--- src/rtl/branch_resolve.sv ---
module branch_resolve #(
  parameter int XLEN = 64,
  parameter int CRW  = 32,
  parameter int LIW  = 24,
  parameter int CDW  = 14
) (
  input  logic                     clk,
  input  logic                     rst_n,
  input  logic                     op_vld,
  input  logic [1:0]               op_form,
  input  logic                     op_abs,
  input  logic                     op_lk,
  input  logic [4:0]               bo,
  input  logic [$clog2(CRW)-1:0]   bi,
  input  logic [1:0]               tgt_sel,
  input  logic [LIW-1:0]           disp,
  input  logic [XLEN-1:0]          cia,
  input  logic [CRW-1:0]           cr,
  input  logic [XLEN-1:0]          ctr,
  input  logic [XLEN-1:0]          lr,
  input  logic [XLEN-1:0]          tar,
  output logic                     res_vld,
  output logic [XLEN-1:0]          nia,
  output logic                     nia_taken,
  output logic                     lr_we,
  output logic [XLEN-1:0]          lr_wdata,
  output logic                     ctr_we,
  output logic [XLEN-1:0]          ctr_wdata
);
  localparam int BIW = $clog2(CRW);
  localparam logic [1:0] F_IMM = 2'd0, F_CND = 2'd1, F_REG = 2'd2;

  logic [XLEN-1:0] seq_pc, base, li_off, bd_off, reg_src, target, ctr_dec, nia_d;
  logic cr_bit, cond_ok, ctr_src, dec_req, do_dec, ctr_ok, taken;

  assign seq_pc  = cia + XLEN'(4);
  assign base    = op_abs ? '0 : cia;
  assign li_off  = {{(XLEN-LIW-2){disp[LIW-1]}}, disp, 2'b00};
  assign bd_off  = {{(XLEN-CDW-2){disp[CDW-1]}}, disp[CDW-1:0], 2'b00};
  assign reg_src = (tgt_sel == 2'd0) ? lr : (tgt_sel == 2'd1) ? ctr : tar;

  assign cr_bit  = cr[BIW'(CRW-1) - bi];
  assign cond_ok = bo[4] | (cr_bit == bo[3]);

  assign ctr_src = (op_form == F_REG) && (tgt_sel == 2'd1);
  assign dec_req = !bo[2] && (op_form == F_CND || op_form == F_REG);
  assign do_dec  = dec_req && !ctr_src;
  assign ctr_dec = ctr - XLEN'(1);
  assign ctr_ok  = !do_dec || ((ctr_dec == '0) == bo[1]);

  always_comb begin
    target = base + li_off;
    taken  = 1'b0;
    case (op_form)
      F_IMM: begin target = base + li_off; taken = 1'b1; end
      F_CND: begin target = base + bd_off; taken = cond_ok && ctr_ok; end
      F_REG: begin target = {reg_src[XLEN-1:2], 2'b00}; taken = cond_ok && ctr_ok; end
      default: taken = 1'b0;
    endcase
  end

  assign nia_d = taken ? target : seq_pc;

  always_ff @(posedge clk) begin
    if (!rst_n) begin
      res_vld   <= 1'b0;
      nia       <= '0;
      nia_taken <= 1'b0;
      lr_we     <= 1'b0;
      lr_wdata  <= '0;
      ctr_we    <= 1'b0;
      ctr_wdata <= '0;
    end else begin
      res_vld   <= op_vld;
      nia       <= nia_d;
      nia_taken <= op_vld && taken;
      lr_we     <= op_vld && op_lk;
      lr_wdata  <= seq_pc;
      ctr_we    <= op_vld && do_dec;
      ctr_wdata <= ctr_dec;
    end
  end

  assert_vld_delay_R1: assert property (@(posedge clk) disable iff (!rst_n)
    res_vld == $past(op_vld));
  assert_idle_quiet_R1: assert property (@(posedge clk) disable iff (!rst_n)
    !res_vld |-> !(nia_taken || lr_we || ctr_we));
  assert_fallthrough_R9: assert property (@(posedge clk) disable iff (!rst_n)
    op_vld |=> (nia_taken || nia == $past(cia) + XLEN'(4)));
  assert_link_value_R10: assert property (@(posedge clk) disable iff (!rst_n)
    op_vld |=> (lr_we == $past(op_lk) && lr_wdata == $past(cia) + XLEN'(4)));
  assert_ctr_dec_R5: assert property (@(posedge clk) disable iff (!rst_n)
    op_vld |=> (!ctr_we || ctr_wdata == $past(ctr) - XLEN'(1)));
  assert_no_dec_R6: assert property (@(posedge clk) disable iff (!rst_n)
    (op_vld && bo[2]) |=> !ctr_we);
  assert_reg_align_R7: assert property (@(posedge clk) disable iff (!rst_n)
    (op_vld && op_form == F_REG) |=> (!nia_taken || nia[1:0] == 2'b00));
  assert_ctr_src_R8: assert property (@(posedge clk) disable iff (!rst_n)
    (op_vld && op_form == F_REG && tgt_sel == 2'd1) |=> !ctr_we);
endmodule

--- config.mk ---
export PLATFORM = sky130hd
export DESIGN_NAME = branch_resolve
export DESIGN_NICKNAME = d
export VERILOG_FILES = /design/src/rtl/branch_resolve.sv
export SDC_FILE = /design/constraint.sdc
export NUM_CORES = 1
export LEC_CHECK = 0
export BUFFER_PORTS_ARGS = -buffer_cell sky130_fd_sc_hd__buf_4
export CAP_MARGIN = 15
export CORE_AREA = 2 2 207 209
export CTS_CLUSTER_DIAMETER = 50
export DETAILED_ROUTE_END_ITERATION = 8
export DIE_AREA = 0 0 209 211
export GPL_TIMING_DRIVEN = 0
export MAX_ROUTING_LAYER = met4
export PLACE_DENSITY_LB_ADDON = 0.08
export RECOVER_POWER = 100
export SLEW_MARGIN = 20
export SYNTH_ARGS = -nofsm -noshare
export SYNTH_HDL_FRONTEND = slang
export SYNTH_SLANG_ARGS = --single-unit
--- constraint.sdc ---
create_clock -name clk -period 8.2 [get_ports clk]
set_input_delay 1.64 -clock clk [delete_from_list [all_inputs] [get_ports clk]]
set_output_delay 1.64 -clock clk [all_outputs]
set_load 0.03 [all_outputs]
# [Yosys cells after proc, flatten, opt, wreduce, memory -nomap -nowiden]
# Index checks and enable logic that the tools add are counted.
[totals] reg_bits=196 latch_bits=0 mem_bits_rw=0 rom_bits=0 in_bits=331 output_inout_bits=196 word_cells=43 n_memories=0
[op_classes] add_sub_neg=5 n_mul=0 div=0 order_cmp=1 eq_ne=5 n_shift=0 muxes=8 bitwise=1 reduce_logical=16
[ops] cell="$mux W64" n=4
[ops] cell="$add A64 B64 Y64" n=2
[ops] cell="$pmux W64 S2" n=1
[ops] cell="$add A64 B3 Y64 const B" n=1
[ops] cell="$logic_not A64 Y1" n=1
[ops] cell="$sub A64 B1 Y64 const B" n=1
[ops] cell="$logic_and A1 B1 Y1" n=7
[ops] cell="$lt A5 B6 Y1 const B" n=1
[ops] cell="$bmux W1 S5" n=1
[ops] cell="$sub A5 B5 Y5 const A" n=1
[ops] cell="$eq A2 B1 Y1 const B" n=2
[ops] cell="$logic_not A2 Y1" n=2
[ops] cell="$logic_not A1 Y1" n=3
[ops] cell="$eq A1 B1 Y1" n=2
[ops] cell="$eq A2 B2 Y1 const B" n=1
[ops] cell="$logic_or A1 B1 Y1" n=2
[ops] cell="$pmux W1 S2" n=1
[ops] cell="$reduce_or A2 Y1" n=1
[ops] cell="$mux W1" n=1
[ops] cell="$or A1 B1 Y1" n=1

# [Longest topological paths before layout]
# Gate-level depths: netlist of the first run.
[logic_depth] ltp_word=9 ltp_mapped=17 ltp_nobuf=16

# [Least setup slack after synthesis of the first run]
# No wires, ideal clock.
[synth_timing] path_type="in2reg" start="input op_form[1]" end="register nia[62]" setup_ns=0.123 t_arrival_ns=7.898 t_required_ns=8.077 path_slack_ns=0.178 path_stages=17 path_buffers=2 path_cell_list="inv_1 -> ha_1 -> clkbuf_1 -> o21ai_0 -> ha_1 -> clkbuf_1 -> a21oi_1 -> o21bai_1 -> a21oi_1 -> o211ai_1 -> a31oi_1 -> o21ai_0 -> a21boi_0 -> o21a_1 -> or4b_2 -> o2111a_1 -> mux2_1"
[synth_via] elab_chain_cells=9 elab_cells_between_ends=15 classes_between="eq/ne: 2; mux: 3; reduce/logical: 10"
[synth_lines] item="from (decl)" line_no="10" rtl="input logic [1:0] op_form,"
[synth_lines] item="$eq A2 B1 Y1 / $eq A2 B2 Y1 (equally long branches)" line_no="46, 54, 45"
[synth_lines] item="$logic_or A1 B1 Y1 / $logic_and A1 B1 Y1 (equally long branches)" line_no="46, 45"
[synth_lines] item="$logic_and A1 B1 Y1 / $logic_not A1 Y1 (equally long branches)" line_no="46, 47"
[synth_lines] item="$logic_and A1 B1 Y1" line_no="47" rtl="assign do_dec = dec_req && !ctr_src;"
[synth_lines] item="$logic_not A1 Y1" line_no="49" rtl="assign ctr_ok = !do_dec || ((ctr_dec == '0) == bo[1]);"
[synth_lines] item="$logic_or A1 B1 Y1" line_no="49"
[synth_lines] item="$logic_and A1 B1 Y1" line_no="56, 57"
[synth_lines] item="$pmux W1 S2" line_no="54" rtl="case (op_form)"
[synth_lines] item="$mux W64 *" line_no="62" rtl="assign nia_d = taken ? target : seq_pc;"
[synth_lines] item="to (signal assigned)" line_no="75" rtl="nia <= nia_d;"
[synth_lines] item="to (decl)" line_no="23" rtl="output logic [XLEN-1:0] nia,"
# Every way passes the cells marked *; elsewhere a longest branch is shown, timed or not.
# A chain may end at the register's enable or synchronous reset.

# [Worst setup path after layout of the first run]
[layout_timing] start="input ctr[33]" end="register nia[0]"
[layout_via] elab_chain_cells=7
[layout_lines] item="from (decl)" line_no="19" rtl="input logic [XLEN-1:0] ctr,"
[layout_lines] item="$sub A64 B1 Y64" line_no="48" rtl="assign ctr_dec = ctr - XLEN'(1);"
[layout_lines] item="$logic_not A64 Y1" line_no="49"
[layout_lines] item="$eq A1 B1 Y1" line_no="49"
[layout_lines] item="$logic_or A1 B1 Y1" line_no="49"
[layout_lines] item="$logic_and A1 B1 Y1" line_no="56, 57"
[layout_lines] item="$pmux W1 S2" line_no="54"
[layout_lines] item="$mux W64" line_no="62"
# Every way passes these cells.

==> run metrics, run 1 <==
first-pass GRT wire length=around 110000 um; sequential-to-total area share from yosys stat=0.2760; GPL Wtd Cong=between 0.9 and 1; Max Used Layer=met4; routed wl met3=about 5300 um; clock power share=0.304; # rows=75; effective utilization at floorplan=0.3404; internal power=around 1.9 mW; Setup Fix Bufs, Post-CTS=0; final design utilization=0.4463; nets=2769; met1 wire length=between 30000 and 40000 um; Remaining DRCs=0; Final Cycle Share=0.9266; Sequential Power Share=0.337; logic gate share of total power=0.359; Yosys warnings=0; largest net degree at the start of global routing=24; final setup vio count=0; die width=about 210 um; CTS Hold Buffers Added=0; area leader, netlist=dfxtp_1; global route overflow=0; fillers=between 4000 and 5000; Post-synth EDFFs=0; startpoint types=input pin; PortBufs=about 500; CP required=between 8 and 9 ns; Synth Area per Inst=a little under 8 um2; initial antenna violation count=5; Pwr per Cell Area=between 150 and 200 nW/um2; mapped cell area=14210 um2; Slew Limit Fails=11; Avg Vias per Cell=5.538; critical path's top delay family=simple AND/OR/NAND/NOR gates; status=finished, violations left; Lkg Pwr=between 7 and 8 nW; Final Hold Viols=0; critical path type=in -> reg; die area=44100 um2; Hold Slack=approximately 1.3 ns; Ports=between 500 and 600; slowest stage delay, CP=around 1.5 ns; Yosys top cell area share=0.2760; clock buffer count from CTS=17; worst-path maximum fanout=10; f_max=about 130 MHz; Worst slew margin=-0.3399; H-Tree Depth=4; ys flop type=dfxtp_1; fraction of layout cells with a size suffix above 1=0.1574; Async SR Flop Fraction=0; Max-cap violations=1; area of the multi-input gates=roughly 9600 um2; worst min path class=in -> reg; Area growth, synth to finish=31.11%; DR iter-0 viols=1343; Inst Count DP=2889; DR vias=~16000; commonest non-fill, non-tap cell in the layout=buf_4; wire per inst=25.77 um; Synth area leaders=dfxtp_1, xnor2_1, ha_1; CTS tree=done; synth unique cells=73; most frequent cells in the layout=buf_4, clkbuf_1, dfxtp_1; Final Power=~3.2 mW; Die Ht=about 210 um; post-route ant nets=0; clk buf depth=2; post-layout min period=7.599 ns; total clock sinks=196; RSZ-0062 raised after global routing=no; WL met2=35460 um; CP Buf/Inv Count=5; final instance area=~19000 um2; worst-margin pin slew=approximately 2.0 ns; synthesis-stage register bit count=196; worst path cell trace=clkbuf_1 -> or4_1 -> clkbuf_1 -> or3_1 -> clkbuf_1 -> or3_1 -> clkbuf_1 -> or4_1 -> xor2_1 -> o2111a_1 -> and4b_1 -> o22ai_1 -> a311oi_1 -> clkbuf_1 -> o21ai_0 -> and2_1; critical path's slowest cell=a311oi_1; Critical Path Most Common Cell=clkbuf_1; Mapped Cells=roughly 1800; Max VDD drop=about 0.15 mV; Worst-path clk slew=about 0.070 ns; dpl hpwl=between 60000 and 70000 um; Syn Nets=2241; Initial DRT Pass Iterations=5; violated checks=capacitance limit, slew limit; arrival time at the worst endpoint=~8 ns; routed wire length=between 70000 and 80000 um; sw power=1.221 mW; Root Buffer=clkbuf_16; fin cells=about 2900; FF+latch area=between 3000 and 4000 um2; Placeable Area=between 40000 and 50000 um2; number of global-route vias before repair=about 16000; Worst Setup End Kind=register; Placed Area=18770 um2; Switching Fraction=0.3875; Total Routing Usage GR=0.3422; post-CTS sizing=0
cell usage after synthesis, types with 23 or more instances:
master / instances
dfxtp_1: 196
nor2_1: 195
nand2_1: 177
o21ai_0: 127
a21oi_1: 106
xnor2_1: 100
clkbuf_1: 92
ha_1: 68
nor2b_1: 67
mux2i_1: 66
xor2_1: 66
nand3_1: 54
inv_1: 49
nor3_1: 41
o31ai_1: 35
nand4_1: 33
and2_1: 32
a21o_1: 26
nor4_1: 25
o211ai_1: 25
or3_1: 24
and3_1: 23
kinds of logic after synthesis:
logic type,count (synthesis),synth area share
flops,196,0.2760
simple gates,720,0.2476
buf+inv,163,0.04515
fa+ha+maj,69,0.06126
xor+xnor,166,0.1023
compound gates,442,0.1982
mux,85,0.06945
per-layer routing:
layer	track usage	up-vias
li1	-	7601
met1	0.4224	7766
met2	0.5601	735
met3	0.06244	101
met4	0.1239	0
met5	-	-
state kept, by name, indices dropped and copies added, names as in the netlist:
signal	cells
lr_we	1
ctr_we	1
nia_taken	1
ctr_wdata	64
res_vld	1
nia	64
lr_wdata	64
power by group through the flow:
stage	Clock, mW	Combinational [mW]	Sequential (mW)
detailed placement	0	1.19	1.09
finish	0.958	1.13	1.06
floorplan	0	0.495	1.24
global route	1.00	1.20	1.07
global placement	0	1.18	1.09
CTS	0.972	1.19	1.06
per-stage QoR:
step / setup TNS [ns] / setup WS, ns
after floorplan: 0 / 0.1781
after global placement: -67.44 / -3.053
after detailed placement: 0 / 0.5861
after CTS: 0 / 1.099
after global routing: 0 / 0.3871
final: 0 / 0.6015
area by class of cell:
type,count,share of cell area
Multi-Input combinational cell,1482,0.5174
Sequential cell,196,0.2105
Timing Repair Buffer,509,0.1671
Tap cell,539,0.03619
Buffer,113,0.02383
Clock buffer,17,0.02283
Clock inverter,15,0.01135
Inverter,50,0.01007
Antenna cell,5,0.0006714
final timing paths:
path	start	cells past startpoint	end
setup / recovery	ctr[33]	16	nia[0]
hold / removal	ctr[0]	2	ctr_wdata[0]
No activity file was read; power rests on OpenSTA's default activity.
==> run 2, diff against run 1 <==
--- a/config.mk
+++ b/config.mk
@@ -5,12 +5,12 @@
 export SDC_FILE = /design/constraint.sdc
 export NUM_CORES = 1
 export LEC_CHECK = 0
-export BUFFER_PORTS_ARGS = -buffer_cell sky130_fd_sc_hd__buf_4
 export CAP_MARGIN = 15
-export CORE_AREA = 2 2 207 209
+export CORE_AREA = 2 2 206 208
 export CTS_CLUSTER_DIAMETER = 50
 export DETAILED_ROUTE_END_ITERATION = 8
-export DIE_AREA = 0 0 209 211
+export DIE_AREA = 0 0 208 210
+export DONT_BUFFER_PORTS = 1
 export GPL_TIMING_DRIVEN = 0
 export MAX_ROUTING_LAYER = met4
 export PLACE_DENSITY_LB_ADDON = 0.08
==> run 2 against run 1 <==
- the flow still finishes with violations (capacitance limit, slew limit)
- routed wire length down 4.1%
- power fell by 9.0%
- fmax is 3.4% higher
- design area is 17% lower
- clock power shrank 7.4%
- non-clock buffer count is 507 lower
- cell count decreased by 17%
- combinational power fell by 35%
- sequential cell count did not move
- first-iteration DRC count fell by 8.4%
- clock-buffer cell count rose by 3
- largest power group is now registers
- hold slack got worse by 0.10 ns
- highest routed layer unchanged
==> run metrics, run 2 (synthesis results as in run 1) <==
f_max=136.1 MHz (was 131.6 MHz); most frequent cells in the layout=dfxtp_1, nor2_1, nand2_1 (was buf_4, clkbuf_1, dfxtp_1); worst min path class=in -> reg (unchanged); critical path's top delay family=simple AND/OR/NAND/NOR gates (unchanged); Setup Fix Bufs, Post-CTS=0 (unchanged); Placeable Area=41480 um2 (was 41760 um2); worst path cell trace=or4_1 -> clkbuf_1 -> or3_1 -> clkbuf_1 -> or3_1 -> clkbuf_1 -> or4_1 -> xor2_1 -> o2111a_1 -> and4b_1 -> o22ai_1 -> a311oi_1 -> clkbuf_1 -> o21ai_0 -> and2_0 (was clkbuf_1 -> or4_1 -> clkbuf_1 -> or3_1 -> clkbuf_1 -> or3_1 -> clkbuf_1 -> or4_1 -> xor2_1 -> o2111a_1 -> and4b_1 -> o22ai_1 -> a311oi_1 -> clkbuf_1 -> o21ai_0 -> and2_1); Worst slew margin=-0.2242 (was -0.3399); sw power=1.115 mW (was 1.221 mW); final setup vio count=0 (unchanged); Sequential Power Share=0.433 (was 0.337); Max VDD drop=0.1144 mV (was 0.1519 mV); Initial DRT Pass Iterations=8 (was 5); violated checks=capacitance limit, slew limit (unchanged); Area growth, synth to finish=9.295% (was 31.11%); internal power=1.754 mW (was 1.931 mW); post-CTS sizing=0 (unchanged); DR iter-0 viols=1230 (was 1343); die width=208 um (was 209 um); arrival time at the worst endpoint=7.71 ns (was 8.01 ns); logic gate share of total power=0.258 (was 0.359); fillers=4533 (was 4527); clock power share=0.309 (was 0.304); Avg Vias per Cell=5.888 (was 5.538); slowest stage delay, CP=1.39 ns (was 1.50 ns); initial antenna violation count=12 (was 5); critical path type=in -> reg (unchanged); Final Hold Viols=0 (unchanged); critical path's slowest cell=a311oi_1 (unchanged); routed wire length=72330 um (was 75420 um); GPL Wtd Cong=0.9645 (was 0.9844); Worst-path clk slew=0.08 ns (was 0.07 ns); Total Routing Usage GR=0.3284 (was 0.3422); effective utilization at floorplan=0.3427 (was 0.3404); # rows=75 (unchanged); area of the multi-input gates=9643 um2 (unchanged); startpoint types=input pin (unchanged); total clock sinks=196 (unchanged); CTS tree=done (unchanged); FF+latch area=3924 um2 (unchanged); die area=43680 um2 (was 44100 um2); Slew Limit Fails=11 (unchanged); Lkg Pwr=5.903 nW (was 7.665 nW); biggest regs=ctr_wdata x64, lr_wdata x64, nia x64 (unchanged); Worst Setup End Kind=register (unchanged); first-pass GRT wire length=100700 um (was 106200 um); wire per inst=29.84 um (was 25.77 um); H-Tree Depth=4 (unchanged); PortBufs=0 (was 507); Max-cap violations=1 (unchanged); dpl hpwl=60510 um (was 63250 um); Fin Setup TNS=0 ns (unchanged); fin cells=2424 (was 2926); Hold Slack=1.234 ns (was 1.336 ns); largest net degree at the start of global routing=24 (unchanged); clk buf depth=2 (unchanged); commonest non-fill, non-tap cell in the layout=dfxtp_1 (was buf_4); Die Ht=210 um (was 211 um); post-layout min period=7.348 ns (was 7.599 ns); fraction of layout cells with a size suffix above 1=0.03307 (was 0.1574); Inst Count DP=2382 (was 2889); nets=2262 (was 2769); Ports=527 (unchanged); Switching Fraction=0.3887 (was 0.3875); Remaining DRCs=0 (unchanged); Root Buffer=clkbuf_16 (unchanged); Pwr per Cell Area=184.7 nW/um2 (was 169.1 nW/um2); worst-margin pin slew=1.824 ns (was 1.996 ns); worst-path maximum fanout=10 (unchanged); Critical Path Most Common Cell=clkbuf_1 (unchanged); clock buffer count from CTS=17 (unchanged); Final Cycle Share=0.8962 (was 0.9266); post-route ant nets=0 (unchanged); CP Buf/Inv Count=4 (was 5); CP required=8.57 ns (was 8.61 ns); number of global-route vias before repair=13770 (was 15550); global route overflow=0 (unchanged); status=finished, violations left (unchanged); DR vias=14270 (was 16200); CTS Hold Buffers Added=0 (unchanged); RSZ-0062 raised after global routing=no (unchanged)
==> run 2: cell types whose count changed in the layout (fill, tap and decap cells not counted), sizes merged <==
| cell | delta |
|---|---|
| buf | -311 |
| clkbuf | -193 |
| diode | +5 |
| inv | -4 |
| clkinvlp | +3 |
| bufinv | -2 |
==> run 2: metrics by stage <==
stage	util	worst slack, ns	power (mW)	area (um2)
final	0.3746	0.8515	2.869	15540
after CTS	0.3748	1.114	2.881	15540
after global placement	0.3590	-3.030	1.995	14890
after floorplan	-	0.1781	1.733	14210
after global routing	0.3746	0.6127	2.978	15540
after detailed placement	0.3606	0.6324	1.997	14960
==> run 2: final cells by class <==
type / instances / share of cell area
antenna: 10 / 0.001611
sequential: 196 / 0.2526
timing repair buffer: 2 / 0.003544
buffer: 113 / 0.02819
clock inverter: 12 / 0.009181
inverter: 50 / 0.01208
multi-input combinational: 1482 / 0.6207
tap: 539 / 0.04341
clock buffer: 20 / 0.02875
==> run 2: per-layer routing <==
metal  track usage  up-vias  share of wire
met5             -        -              0
met3       0.05930       86          0.065
met4        0.1059        0          0.029
met1        0.4047     6957           0.42
li1              -     6617              -
met2        0.5452      613           0.48
==> run 2: power groups by stage <==
stage	Clock, mW	Sequential [mW]	Combinational (mW)
6_report	0.887	1.24	0.739
5_1_grt	0.931	1.25	0.801
4_1_cts	0.903	1.24	0.734
3_5_place_dp	0	1.27	0.730
3_3_place_gp	0	1.27	0.726
2_1_floorplan	0	1.24	0.495
==> run 2: worst paths after layout <==
check / startpoint / end / cells past startpoint
worst max-delay path: ctr[33] / nia[1] / 15
worst min-delay path: cia[2] / lr_wdata[2] / 1
==> run 3, diff against run 2 <==
--- a/config.mk
+++ b/config.mk
@@ -6,15 +6,18 @@
 export NUM_CORES = 1
 export LEC_CHECK = 0
 export CAP_MARGIN = 15
-export CORE_AREA = 2 2 206 208
+export CELL_PAD_IN_SITES_DETAIL_PLACEMENT = 0
+export CELL_PAD_IN_SITES_GLOBAL_PLACEMENT = 2
+export CORE_ASPECT_RATIO = 1.2
+export CORE_UTILIZATION = 32
 export CTS_CLUSTER_DIAMETER = 50
 export DETAILED_ROUTE_END_ITERATION = 8
-export DIE_AREA = 0 0 208 210
 export DONT_BUFFER_PORTS = 1
 export GPL_TIMING_DRIVEN = 0
 export MAX_ROUTING_LAYER = met4
 export PLACE_DENSITY_LB_ADDON = 0.08
 export RECOVER_POWER = 100
+export REMOVE_ABC_BUFFERS = 1
 export SLEW_MARGIN = 20
 export SYNTH_ARGS = -nofsm -noshare
 export SYNTH_HDL_FRONTEND = slang
==> run 3 against run 2 <==
- the flow still finishes with violations (capacitance limit, slew limit)
- sequential cell count stayed put
- sequential share of layout area is 0.59 points higher
- first-iteration DRC count shrank 44%
- worst setup slack gained 0.26 ns
- core utilization fell by 2.8 points
- clock power decreased by 2.7%
- die area up 3.6%
- power decreased by 5.0%
- cell count shrank 3.9%
- hold slack lost 0.013 ns
- global-route usage is 6.5 points lower
- critical endpoint is now nia[24]
==> run metrics, run 3 (synthesis results as in run 1) <==
status=finished, violations left (unchanged); violated checks=capacitance limit, slew limit (unchanged); Worst Setup End Kind=register (unchanged); Worst Slack Setup Final=1.112 ns (was 0.8515 ns); FF+latch area=3924 um2 (unchanged); worst-path maximum fanout=17 (was 10); fin cells=2330 (was 2424); worst min path class=in -> reg (unchanged); effective utilization at floorplan=0.3243 (was 0.3427); Initial DRT Pass Iterations=8 (unchanged); Max VDD drop=0.1467 mV (was 0.1144 mV); largest net degree at the start of global routing=126 (was 24); total clock sinks=196 (unchanged); Die Ht=232.9 um (was 210 um); RSZ-0062 raised after global routing=no (unchanged); Final Power=2.727 mW (was 2.869 mW); Remaining DRCs=0 (unchanged); Worst slew margin=-0.9884 (was -0.2242); Root Buffer=clkbuf_16 (unchanged); Slew Limit Fails=197 (was 11); Placeable Area=43830 um2 (was 41480 um2); arrival time at the worst endpoint=7.45 ns (was 7.71 ns); fraction of layout cells with a size suffix above 1=0.03842 (was 0.03307); Total Routing Usage GR=0.2636 (was 0.3284); die area=45270 um2 (was 43680 um2); CP required=8.56 ns (was 8.57 ns); H-Tree Depth=4 (unchanged); post-CTS sizing=0 (unchanged); Worst-path clk slew=0.08 ns (about the same); final setup vio count=0 (unchanged); nets=2157 (was 2262); worst slack, placed=0.8076 ns (was 0.6324 ns); Lkg Pwr=5.782 nW (was 5.903 nW); GPL Wtd Cong=0.9178 (was 0.9645); number of global-route vias before repair=13030 (was 13770); worst-margin pin slew=2.966 ns (was 1.824 ns); critical path's slowest cell=or3_1 (was a311oi_1); critical path type=in -> reg (unchanged); Setup Fix Bufs, Post-CTS=0 (unchanged); PortBufs=0 (unchanged); startpoint types=input pin (unchanged); Avg Vias per Cell=5.642 (was 5.888); # rows=84 (was 75); DR iter-0 viols=694 (was 1230); biggest regs=ctr_wdata x64, lr_wdata x64, nia x64 (unchanged); initial antenna violation count=2 (was 12); area of the multi-input gates=9664 um2 (was 9643 um2); Final Hold Viols=0 (unchanged); Ports=527 (unchanged); f_max=141.1 MHz (was 136.1 MHz); Final Cycle Share=0.8644 (was 0.8962); die width=194.4 um (was 208 um); Critical Path Most Common Cell=buf_6 (was clkbuf_1); Fin Setup TNS=0 ns (unchanged); commonest non-fill, non-tap cell in the layout=dfxtp_1 (unchanged); Area growth, synth to finish=6.804% (was 9.295%); clock buffer count from CTS=17 (unchanged); post-layout min period=7.088 ns (was 7.348 ns); wire per inst=25.36 um (was 29.84 um); dpl hpwl=46730 um (was 60510 um); routed wire length=59090 um (was 72330 um); first-pass GRT wire length=85630 um (was 100700 um); CTS Hold Buffers Added=0 (unchanged); post-route ant nets=0 (unchanged); worst path cell trace=nor4_1 -> nand4_1 -> or3_1 -> a2111oi_0 -> o2111a_1 -> and4b_1 -> o22ai_1 -> a311oi_4 -> clkbuf_1 -> buf_6 -> buf_6 -> buf_6 -> mux2_1 (was or4_1 -> clkbuf_1 -> or3_1 -> clkbuf_1 -> or3_1 -> clkbuf_1 -> or4_1 -> xor2_1 -> o2111a_1 -> and4b_1 -> o22ai_1 -> a311oi_1 -> clkbuf_1 -> o21ai_0 -> and2_0); Max-cap violations=3 (was 1); global route overflow=0 (unchanged); clk buf depth=2 (unchanged); slowest stage delay, CP=0.83 ns (was 1.39 ns); CTS tree=done (unchanged); most frequent cells in the layout=dfxtp_1, nor2_1, nand2_1 (unchanged); DR vias=13150 (was 14270); Pwr per Cell Area=179.6 nW/um2 (was 184.7 nW/um2); Hold Slack=1.221 ns (was 1.234 ns); Inst Count DP=2297 (was 2382); fillers=4798 (was 4533)
run 3: final cells by class:
type / count / area share
Antenna cell: 1 / 0.0001648
Clock buffer: 18 / 0.02893
Clock inverter: 14 / 0.009230
Inverter: 50 / 0.01244
Multi-Input combinational cell: 1482 / 0.6366
Sequential cell: 196 / 0.2584
Tap cell: 559 / 0.04607
Timing Repair Buffer: 10 / 0.008159
run 3: through the flow:
| step | utilization | cell area, um2 |
|---|---|---|
| after global routing | 0.3464 | 15180 |
| after CTS | 0.3479 | 15250 |
| after detailed placement | 0.3346 | 14670 |
| after floorplan | - | 13760 |
| final | 0.3464 | 15180 |
| after global placement | 0.3299 | 14460 |
run 3: worst max-delay path: cells and delay by family:
family	cells	cell delay (ns)
AO/OA/AOI/OAI	4	1.69
buffers and inverters	4	1.36
multiplexers	1	0.33
AND/OR/NAND/NOR	4	2.39
run 3: path summary, 6_finish.rpt:
path,end,slack (ns),from,cells after the start
hold / removal,ctr_wdata[0],1.22,ctr[0],1
setup / recovery,nia[24],1.11,ctr[6],13
run 3: per-layer routing:
metal / routed length [um] / track usage
met4: 1323 / 0.08457
met5: 0 / -
met3: 3519 / 0.06030
met1: 24470 / 0.2999
met2: 29780 / 0.4563
run 3: report_power, final:
| part | total, mW | internal, mW | switching [mW] |
|---|---|---|---|
| Clock | 0.863 | 0.412 | 0.451 |
| Combinational | 0.626 | 0.256 | 0.371 |
| Sequential | 1.24 | 1.03 | 0.204 |
